===== src/rtl/adat_rx_pkg.sv =====
package adat_rx_pkg;
  localparam int NIBBLE_BITS   = 4;
  localparam int SAMPLE_NIBS   = 6;
  localparam int CHANNELS      = 8;
  localparam int USER_W        = 4;
  localparam int SAMPLE_W      = NIBBLE_BITS * SAMPLE_NIBS;
  localparam int ADDR_W        = $clog2(CHANNELS);
  localparam int GROUP_BITS    = NIBBLE_BITS + 1;
  localparam int GROUP_W       = $clog2(GROUP_BITS);
  localparam int NIB_W         = $clog2(SAMPLE_NIBS);

  typedef enum logic [1:0] {
    RX_HUNT   = 2'd0,
    RX_SYNC   = 2'd1,
    RX_DECODE = 2'd2
  } rxState_t;

  typedef struct packed {
    logic              shiftData;
    logic              shiftUser;
    logic              loadUser;
    logic              emit;
    logic [ADDR_W-1:0] chanAddr;
  } rxStrobe_t;
endpackage


===== src/rtl/adat_rx_datapath.sv =====
module adat_rx_datapath
  import adat_rx_pkg::*;
#(
  parameter int SYNC_ZEROS = 10,
  parameter int LOS_LIMIT  = 32
) (
  input  logic                clk,
  input  logic                rstN,
  input  logic                nrziIn,
  input  rxStrobe_t           strobe,
  output logic                bitIn,
  output logic                padEnd,
  output logic                lossOfSignal,
  output logic                sampleValid,
  output logic [ADDR_W-1:0]   sampleAddr,
  output logic [SAMPLE_W-1:0] sampleData,
  output logic [USER_W-1:0]   userBits
);
  localparam int RUN_W = $clog2(LOS_LIMIT + 1);
  localparam logic [RUN_W-1:0] PAD_MIN  = RUN_W'(SYNC_ZEROS);
  localparam logic [RUN_W-1:0] RUN_MAX  = RUN_W'(LOS_LIMIT);
  localparam logic [RUN_W-1:0] RUN_LAST = RUN_W'(LOS_LIMIT - 1);

  logic                prevLevel;
  logic [RUN_W-1:0]    zeroRun;
  logic [SAMPLE_W-1:0] sampleAcc;
  logic [USER_W-1:0]   userAcc;

  assign bitIn        = nrziIn ^ prevLevel;
  assign padEnd       = bitIn && (zeroRun >= PAD_MIN);
  assign lossOfSignal = !bitIn && (zeroRun == RUN_LAST);

  always_ff @(posedge clk) begin
    if (!rstN) begin
      prevLevel <= 1'b0;
      zeroRun   <= '0;
    end else begin
      prevLevel <= nrziIn;
      if (bitIn)                zeroRun <= '0;
      else if (zeroRun != RUN_MAX) zeroRun <= zeroRun + 1'b1;
    end
  end

  always_ff @(posedge clk) begin
    if (!rstN) begin
      sampleAcc   <= '0;
      userAcc     <= '0;
      sampleValid <= 1'b0;
      sampleAddr  <= '0;
      sampleData  <= '0;
      userBits    <= '0;
    end else begin
      sampleValid <= strobe.emit;
      if (strobe.shiftData) sampleAcc <= {sampleAcc[SAMPLE_W-2:0], bitIn};
      if (strobe.shiftUser) userAcc   <= {userAcc[USER_W-2:0], bitIn};
      if (strobe.loadUser)  userBits  <= userAcc;
      if (strobe.emit) begin
        sampleData <= sampleAcc;
        sampleAddr <= strobe.chanAddr;
      end
    end
  end

  assert_valid_pulse_R5: assert property (@(posedge clk) disable iff (!rstN)
    sampleValid |=> !sampleValid);

  assert_data_hold_R4: assert property (@(posedge clk) disable iff (!rstN)
    !strobe.emit |=> $stable(sampleData));
endmodule


===== src/rtl/adat_rx_control.sv =====
module adat_rx_control
  import adat_rx_pkg::*;
(
  input  logic      clk,
  input  logic      rstN,
  input  logic      bitIn,
  input  logic      padEnd,
  input  logic      lossOfSignal,
  output rxStrobe_t strobe
);
  localparam logic [GROUP_W-1:0] SEP_POS  = GROUP_W'(NIBBLE_BITS);
  localparam logic [NIB_W-1:0]   NIB_LAST = NIB_W'(SAMPLE_NIBS - 1);
  localparam logic [ADDR_W-1:0]  CH_LAST  = ADDR_W'(CHANNELS - 1);

  rxState_t           state;
  logic [GROUP_W-1:0] groupBit;
  logic [NIB_W-1:0]   nibbleIdx;
  logic [ADDR_W-1:0]  chan;
  logic               inUser;
  logic               inDecode;
  logic               atSep;

  assign inDecode = (state == RX_DECODE);
  assign atSep    = inDecode && (groupBit == SEP_POS);

  always_comb begin
    strobe           = '0;
    strobe.shiftData = inDecode && !atSep && !inUser;
    strobe.shiftUser = inDecode && !atSep && inUser;
    strobe.loadUser  = atSep && bitIn && inUser;
    strobe.emit      = atSep && bitIn && !inUser && (nibbleIdx == NIB_LAST);
    strobe.chanAddr  = chan;
  end

  always_ff @(posedge clk) begin
    if (!rstN) begin
      state     <= RX_HUNT;
      groupBit  <= '0;
      nibbleIdx <= '0;
      chan      <= '0;
      inUser    <= 1'b0;
    end else if (lossOfSignal) begin
      state <= RX_HUNT;
    end else begin
      unique case (state)
        RX_HUNT: if (padEnd) state <= RX_SYNC;
        RX_SYNC: if (padEnd) begin
          state     <= RX_DECODE;
          groupBit  <= '0;
          nibbleIdx <= '0;
          chan      <= '0;
          inUser    <= 1'b1;
        end
        RX_DECODE: begin
          if (!atSep) begin
            groupBit <= groupBit + 1'b1;
          end else begin
            groupBit <= '0;
            if (!bitIn) begin
              state <= RX_SYNC;
            end else if (inUser) begin
              inUser <= 1'b0;
            end else if (nibbleIdx == NIB_LAST) begin
              nibbleIdx <= '0;
              chan      <= chan + 1'b1;
              if (chan == CH_LAST) state <= RX_SYNC;
            end else begin
              nibbleIdx <= nibbleIdx + 1'b1;
            end
          end
        end
        default: state <= RX_HUNT;
      endcase
    end
  end

  assert_two_pads_R3: assert property (@(posedge clk) disable iff (!rstN)
    (state == RX_HUNT) |=> (state != RX_DECODE));

  assert_lock_on_pad_R10: assert property (@(posedge clk) disable iff (!rstN)
    $rose(inDecode) |-> $past(padEnd));

  assert_los_hunt_R9: assert property (@(posedge clk) disable iff (!rstN)
    lossOfSignal |=> (state == RX_HUNT));

  assert_frame_end_R5: assert property (@(posedge clk) disable iff (!rstN)
    (strobe.emit && chan == CH_LAST) |=> (state == RX_SYNC));

  assert_bad_sep_R7: assert property (@(posedge clk) disable iff (!rstN)
    (atSep && !bitIn && !lossOfSignal) |=> (state == RX_SYNC));
endmodule


===== src/rtl/adat_rx.sv =====
module adat_rx
  import adat_rx_pkg::*;
#(
  parameter int SYNC_ZEROS = 10,
  parameter int LOS_LIMIT  = 32
) (
  input  logic                clk,
  input  logic                rstN,
  input  logic                nrziIn,
  output logic                sampleValid,
  output logic [ADDR_W-1:0]   sampleAddr,
  output logic [SAMPLE_W-1:0] sampleData,
  output logic [USER_W-1:0]   userBits
);
  rxStrobe_t strobe;
  logic      bitIn;
  logic      padEnd;
  logic      lossOfSignal;

  adat_rx_control uControl (
    .clk          (clk),
    .rstN         (rstN),
    .bitIn        (bitIn),
    .padEnd       (padEnd),
    .lossOfSignal (lossOfSignal),
    .strobe       (strobe)
  );

  adat_rx_datapath #(
    .SYNC_ZEROS (SYNC_ZEROS),
    .LOS_LIMIT  (LOS_LIMIT)
  ) uDatapath (
    .clk          (clk),
    .rstN         (rstN),
    .nrziIn       (nrziIn),
    .strobe       (strobe),
    .bitIn        (bitIn),
    .padEnd       (padEnd),
    .lossOfSignal (lossOfSignal),
    .sampleValid  (sampleValid),
    .sampleAddr   (sampleAddr),
    .sampleData   (sampleData),
    .userBits     (userBits)
  );

  assert_reset_quiet_R1: assert property (@(posedge clk)
    !rstN |=> !sampleValid);
endmodule


===== config.mk =====
export PLATFORM = sky130hd
export DESIGN_NAME = adat_rx
export DESIGN_NICKNAME = d
export VERILOG_FILES = /design/src/rtl/adat_rx_pkg.sv /design/src/rtl/adat_rx_datapath.sv /design/src/rtl/adat_rx_control.sv /design/src/rtl/adat_rx.sv
export SDC_FILE = /design/constraint.sdc
export NUM_CORES = 1
export LEC_CHECK = 0
export BUFFER_PORTS_ARGS = -buffer_cell sky130_fd_sc_hd__clkbuf_2
export CAP_MARGIN = 20
export CORE_MARGIN = 5
export CORE_UTILIZATION = 63
export CTS_CLUSTER_SIZE = 40
export DETAILED_ROUTE_END_ITERATION = 6
export HOLD_SLACK_MARGIN = 0.15
export PLACE_DENSITY = 0.84
export REMOVE_ABC_BUFFERS = 1
export SLEW_MARGIN = 25
export SYNTH_ARGS = -nofsm -noshare
export SYNTH_HDL_FRONTEND = slang
export SYNTH_HIERARCHICAL = 1
export SYNTH_SLANG_ARGS = --single-unit

===== constraint.sdc =====
create_clock -name clk -period 5.75 [get_ports clk]
set_clock_uncertainty 0.05 [all_clocks]
set_input_delay 1.15 -clock clk [delete_from_list [all_inputs] [get_ports clk]]
set_output_delay 1.15 -clock clk [all_outputs]
set_load 0.01 [all_outputs]

==> results.txt <==
- The flow ran to the end, and the final reports show no timing, DRC or antenna violations.
- The number of antenna violations at the first check in global routing was 0.
* Required time reported for the critical path endpoint: 5940 ps
* Placed cell areas: 3650 sq um
* Starting DRT DRC Count: 189
- Pwr per Cell Area: 263 nW/um^2
- Achievable Freq: 0.321 GHz
- H-tree depth reported by CTS: 3
- In the routed design, unresolved DRC markers number 0.
- After synthesis the netlist holds a flip-flop and latch count of 79.
- Fill count: 426
- 35 I/O pins were placed.
- Clk sink count: 79
* Sw frac: 23.2%
- Clk pin slew, worst setup/hold paths: 80 ps
* Hold Fails Final Rpt: 0
- The area growth from synthesis to layout is 11.4%.
- Final Net Count: 376
- The average instance in the mapped netlist occupies 10.5 sq um.
- Number of placement rows: 27
- Critical path capture point type: flop
- Antenna violation net count after detailed routing: 0
* Cell at the root of the clock tree: sky130_fd_sc_hd__clkbuf_8
* Final design instance area without fill: 3830 sq um
- The number of antenna diodes in the final layout is 0.
- Detailed placement finished with a half-perimeter wire length of 3960 um.
* Post-CTS sizing: 0
- The internal portion of the total power is 0.000774 W.
- Synthesized instance count: 329
* Number of post-CTS setup repair buffers: 0
- Floorplan die width: 83.9 um
- For the pin with the worst max-slew slack, the measured transition is 824 ps.
- Yosys printed 6 warnings.
- The final layout contains routed wiring with a total length of 6060 um.
- Clock tree from TritonCTS: built
- After floorplanning, the core was sized to cover 5410 sq um.
* Final hold slack: 443 ps
* Critical Path Slowest Stage Cell: sky130_fd_sc_hd__nor4_1
- Clock buffer depth: 2
- The clock network burns 39.6% of the power.
- R2r setup slk: 3210 ps
- Ordered list of cells on the worst path: clkbuf_2, xnor2_1, inv_1, nor4_1, nand2b_1, a211oi_2, and4b_1, a32o_1
- In this run, synthesis inferred 0 flip-flops with an integrated enable.
- Sequential cells burn 55.0% of the power.
- The later pin in the worst-skew pair is clocked with a latency of 350 ps.
* Share of layout cells above drive strength 1: 17.3%
- Overall power of the completed layout: 0.00101 W
- The die covers 7040 sq um.
- Total GRT Usage: 18.1%
- In this run the worst path has a maximum fanout of 6.
* Final clock period utilization by the worst path: 54.2%
- Wirelength per Cell: 13.9 um
- Before antenna repair, the detailed router went through 4 iterations.
* Headroom to the max-slew limit: 44.6%
- Via count of the first global-routing pass: 2324
- Post-CTS Hold Fix Bufs: 0
- Biggest cell delay along the critical path: 720 ps
- Vias: 2327
- Portion of the post-synthesis area used by sequential elements: 45.9%
- The total overflow left after global routing is 0.
- The worst setup path is launched from an input pin.
- Data arrives at the worst endpoint at 3300 ps.
- Psw: 0.000234 W
* Die H: 83.9 um
- Logic gate share of total power: 5.4%
- Fin. max-slew vios: 0
- GPL Wtd Cong: 0.802
- For this run, asynchronously set or reset flops after synthesis account for 0%.
* Synth unique cells: 49
- Across the run, the number of max-cap violations was 0.
- The worst-case IR drop observed on VDD is 0.266 mV.
* Port buffer count: 34
- The clock period could shrink to 3120 ps.
- Setup repair after global routing left no endpoint under its margin.
- In the routed layout, each cell is associated on average with a via count of 5.32.
- The tightest min-delay check is of the reg -> reg type.
- Summed over all cells, the static leakage comes to 1.35 nW.
- The first global-routing pass estimated 10500 um of wire.
- Type of the worst setup path: in -> reg
* Maximum number of pins on one net before global-route repair: 44
- Starting Density: 63.7%
- Buffers inserted during clock tree synthesis total 9.
* Number of failing setup endpoints in the final timing report: 0
* Combined area of all synthesized cells: 3440 sq um
* Leading register cell type out of synthesis: sky130_fd_sc_hd__dfxtp_1
-- metrics by stage --
stage	cells	worst slack, ps	utilization, %	setup TNS, ps
2_1_floorplan	312	-152	-	-4140
3_3_place_gp	421	2440	67.5	0
3_5_place_dp	421	2280	67.5	0
4_1_cts	437	2660	70.9	0
5_1_grt	437	2390	70.9	0
6_report	437	2630	70.9	0
-- worst max-delay path: cells and delay by family --
family,cells,cell delay [ps]
AOI/OAI and AO/OA,2,330
buffers and inverters,2,280
xor gates and xnor gates,1,340
and+or+nand+nor,3,1210
-- final cells by class --
class	count	area [sq um]	area share, %
clock buffer	11	131	3.43
clock inverter	5	56.3	1.47
inverter	11	41.3	1.08
multi-input combinational	222	1740	45.4
sequential	79	1580	41.2
tap	72	90.1	2.35
timing repair buffer	37	193	5.02
-- path summary, 6_finish.rpt --
path                                                startpoint                                  to  cells after the start
worst max-delay path                                    nrziIn  uControl/nibbleIdx[2]$_SDFFE_PN0P_                      8
worst min-delay path             uControl/chan[2]$_SDFFE_PN0P_       uControl/chan[2]$_SDFFE_PN0P_                      2
worst max register to register  uDatapath/prevLevel$_SDFF_PN0_  uControl/nibbleIdx[2]$_SDFFE_PN0P_                      7
worst min register to register   uControl/chan[2]$_SDFFE_PN0P_       uControl/chan[2]$_SDFFE_PN0P_                      2
-- routing by layer --
layer  track usage (%)  up-vias  wire (um)
li1                  -     1191          -
met1              22.3     1099       2900
met2              30.2       29       2870
met3              4.84        8        200
met4              7.16        0         95
met5                 0        -          0
-- cell usage after synthesis, drive strengths merged (2+ instances only) --
library cell  number  area [sq um]
nor2b             61           382
nor2               8          30.0
nand4              2          12.5
nand2             14          55.1
nand3              9          45.0
o211a              3          30.0
ha                13           163
nor3               3          15.0
a21boi             5          37.5
inv               11          41.3
xnor2              2          17.5
a32o               2          21.3
clkbuf             8          30.0
xor2               2          17.5
nor4               2          12.5
dfxtp             79          1580
nand4b             2          17.5
o21ai              5          28.8
o31ai              2          15.0
buf                9          56.3
mux2i             61           611
and2               3          18.8
a21oi              4          20.0
o211ai             2          20.0
-- power groups by stage --
stage               clock (W)  sequential [W]  combinational (W)
finish               0.000399        0.000555          0.0000547
global route         0.000435        0.000555          0.0000607
CTS                  0.000407        0.000555          0.0000547
detailed placement          0        0.000568          0.0000545
global placement            0        0.000567          0.0000528
floorplan                   0        0.000566          0.0000402
-- registers in the layout (all words and copies together) (netlist names), 2 cells and up --
register / flops
uDatapath/userBits: 4
uDatapath/userAcc: 4
uDatapath/sampleAcc: 24
uControl/state: 2
uDatapath/sampleAddr: 3
uDatapath/zeroRun: 6
uControl/groupBit: 3
uControl/chan: 3
uControl/nibbleIdx: 3
uDatapath/sampleData: 24
-- cells in the final DEF (no fill, tap or decap), types with 4 or more instances in the layout --
cell type / synthesis / layout
sky130_fd_sc_hd__dfxtp_1: 79 / 79
sky130_fd_sc_hd__nor2b_1: 61 / 61
sky130_fd_sc_hd__mux2i_1: 61 / 61
sky130_fd_sc_hd__clkbuf_2: 0 / 34
sky130_fd_sc_hd__nand2_1: 13 / 13
sky130_fd_sc_hd__ha_1: 13 / 13
sky130_fd_sc_hd__inv_1: 11 / 11
sky130_fd_sc_hd__clkbuf_8: 0 / 9
sky130_fd_sc_hd__nand3_1: 9 / 9
sky130_fd_sc_hd__nor2_1: 8 / 7
sky130_fd_sc_hd__a21oi_1: 4 / 4
-- logic make-up (layout without fill, tap and decap cells) --
kind of cell               Yosys count  after routing  synth area share, %
and+or+nand+nor                    115            115                 19.7
DFF                                 79             79                 45.9
muxes                               61             61                 17.7
AOI/OAI and AO/OA                   29             29                 7.12
buffers and inverters               28             64                 3.71
adders and majority gates           13             13                 4.73
xor gates and xnor gates             4              4                 1.02
Power figures use the tool's default switching activity.
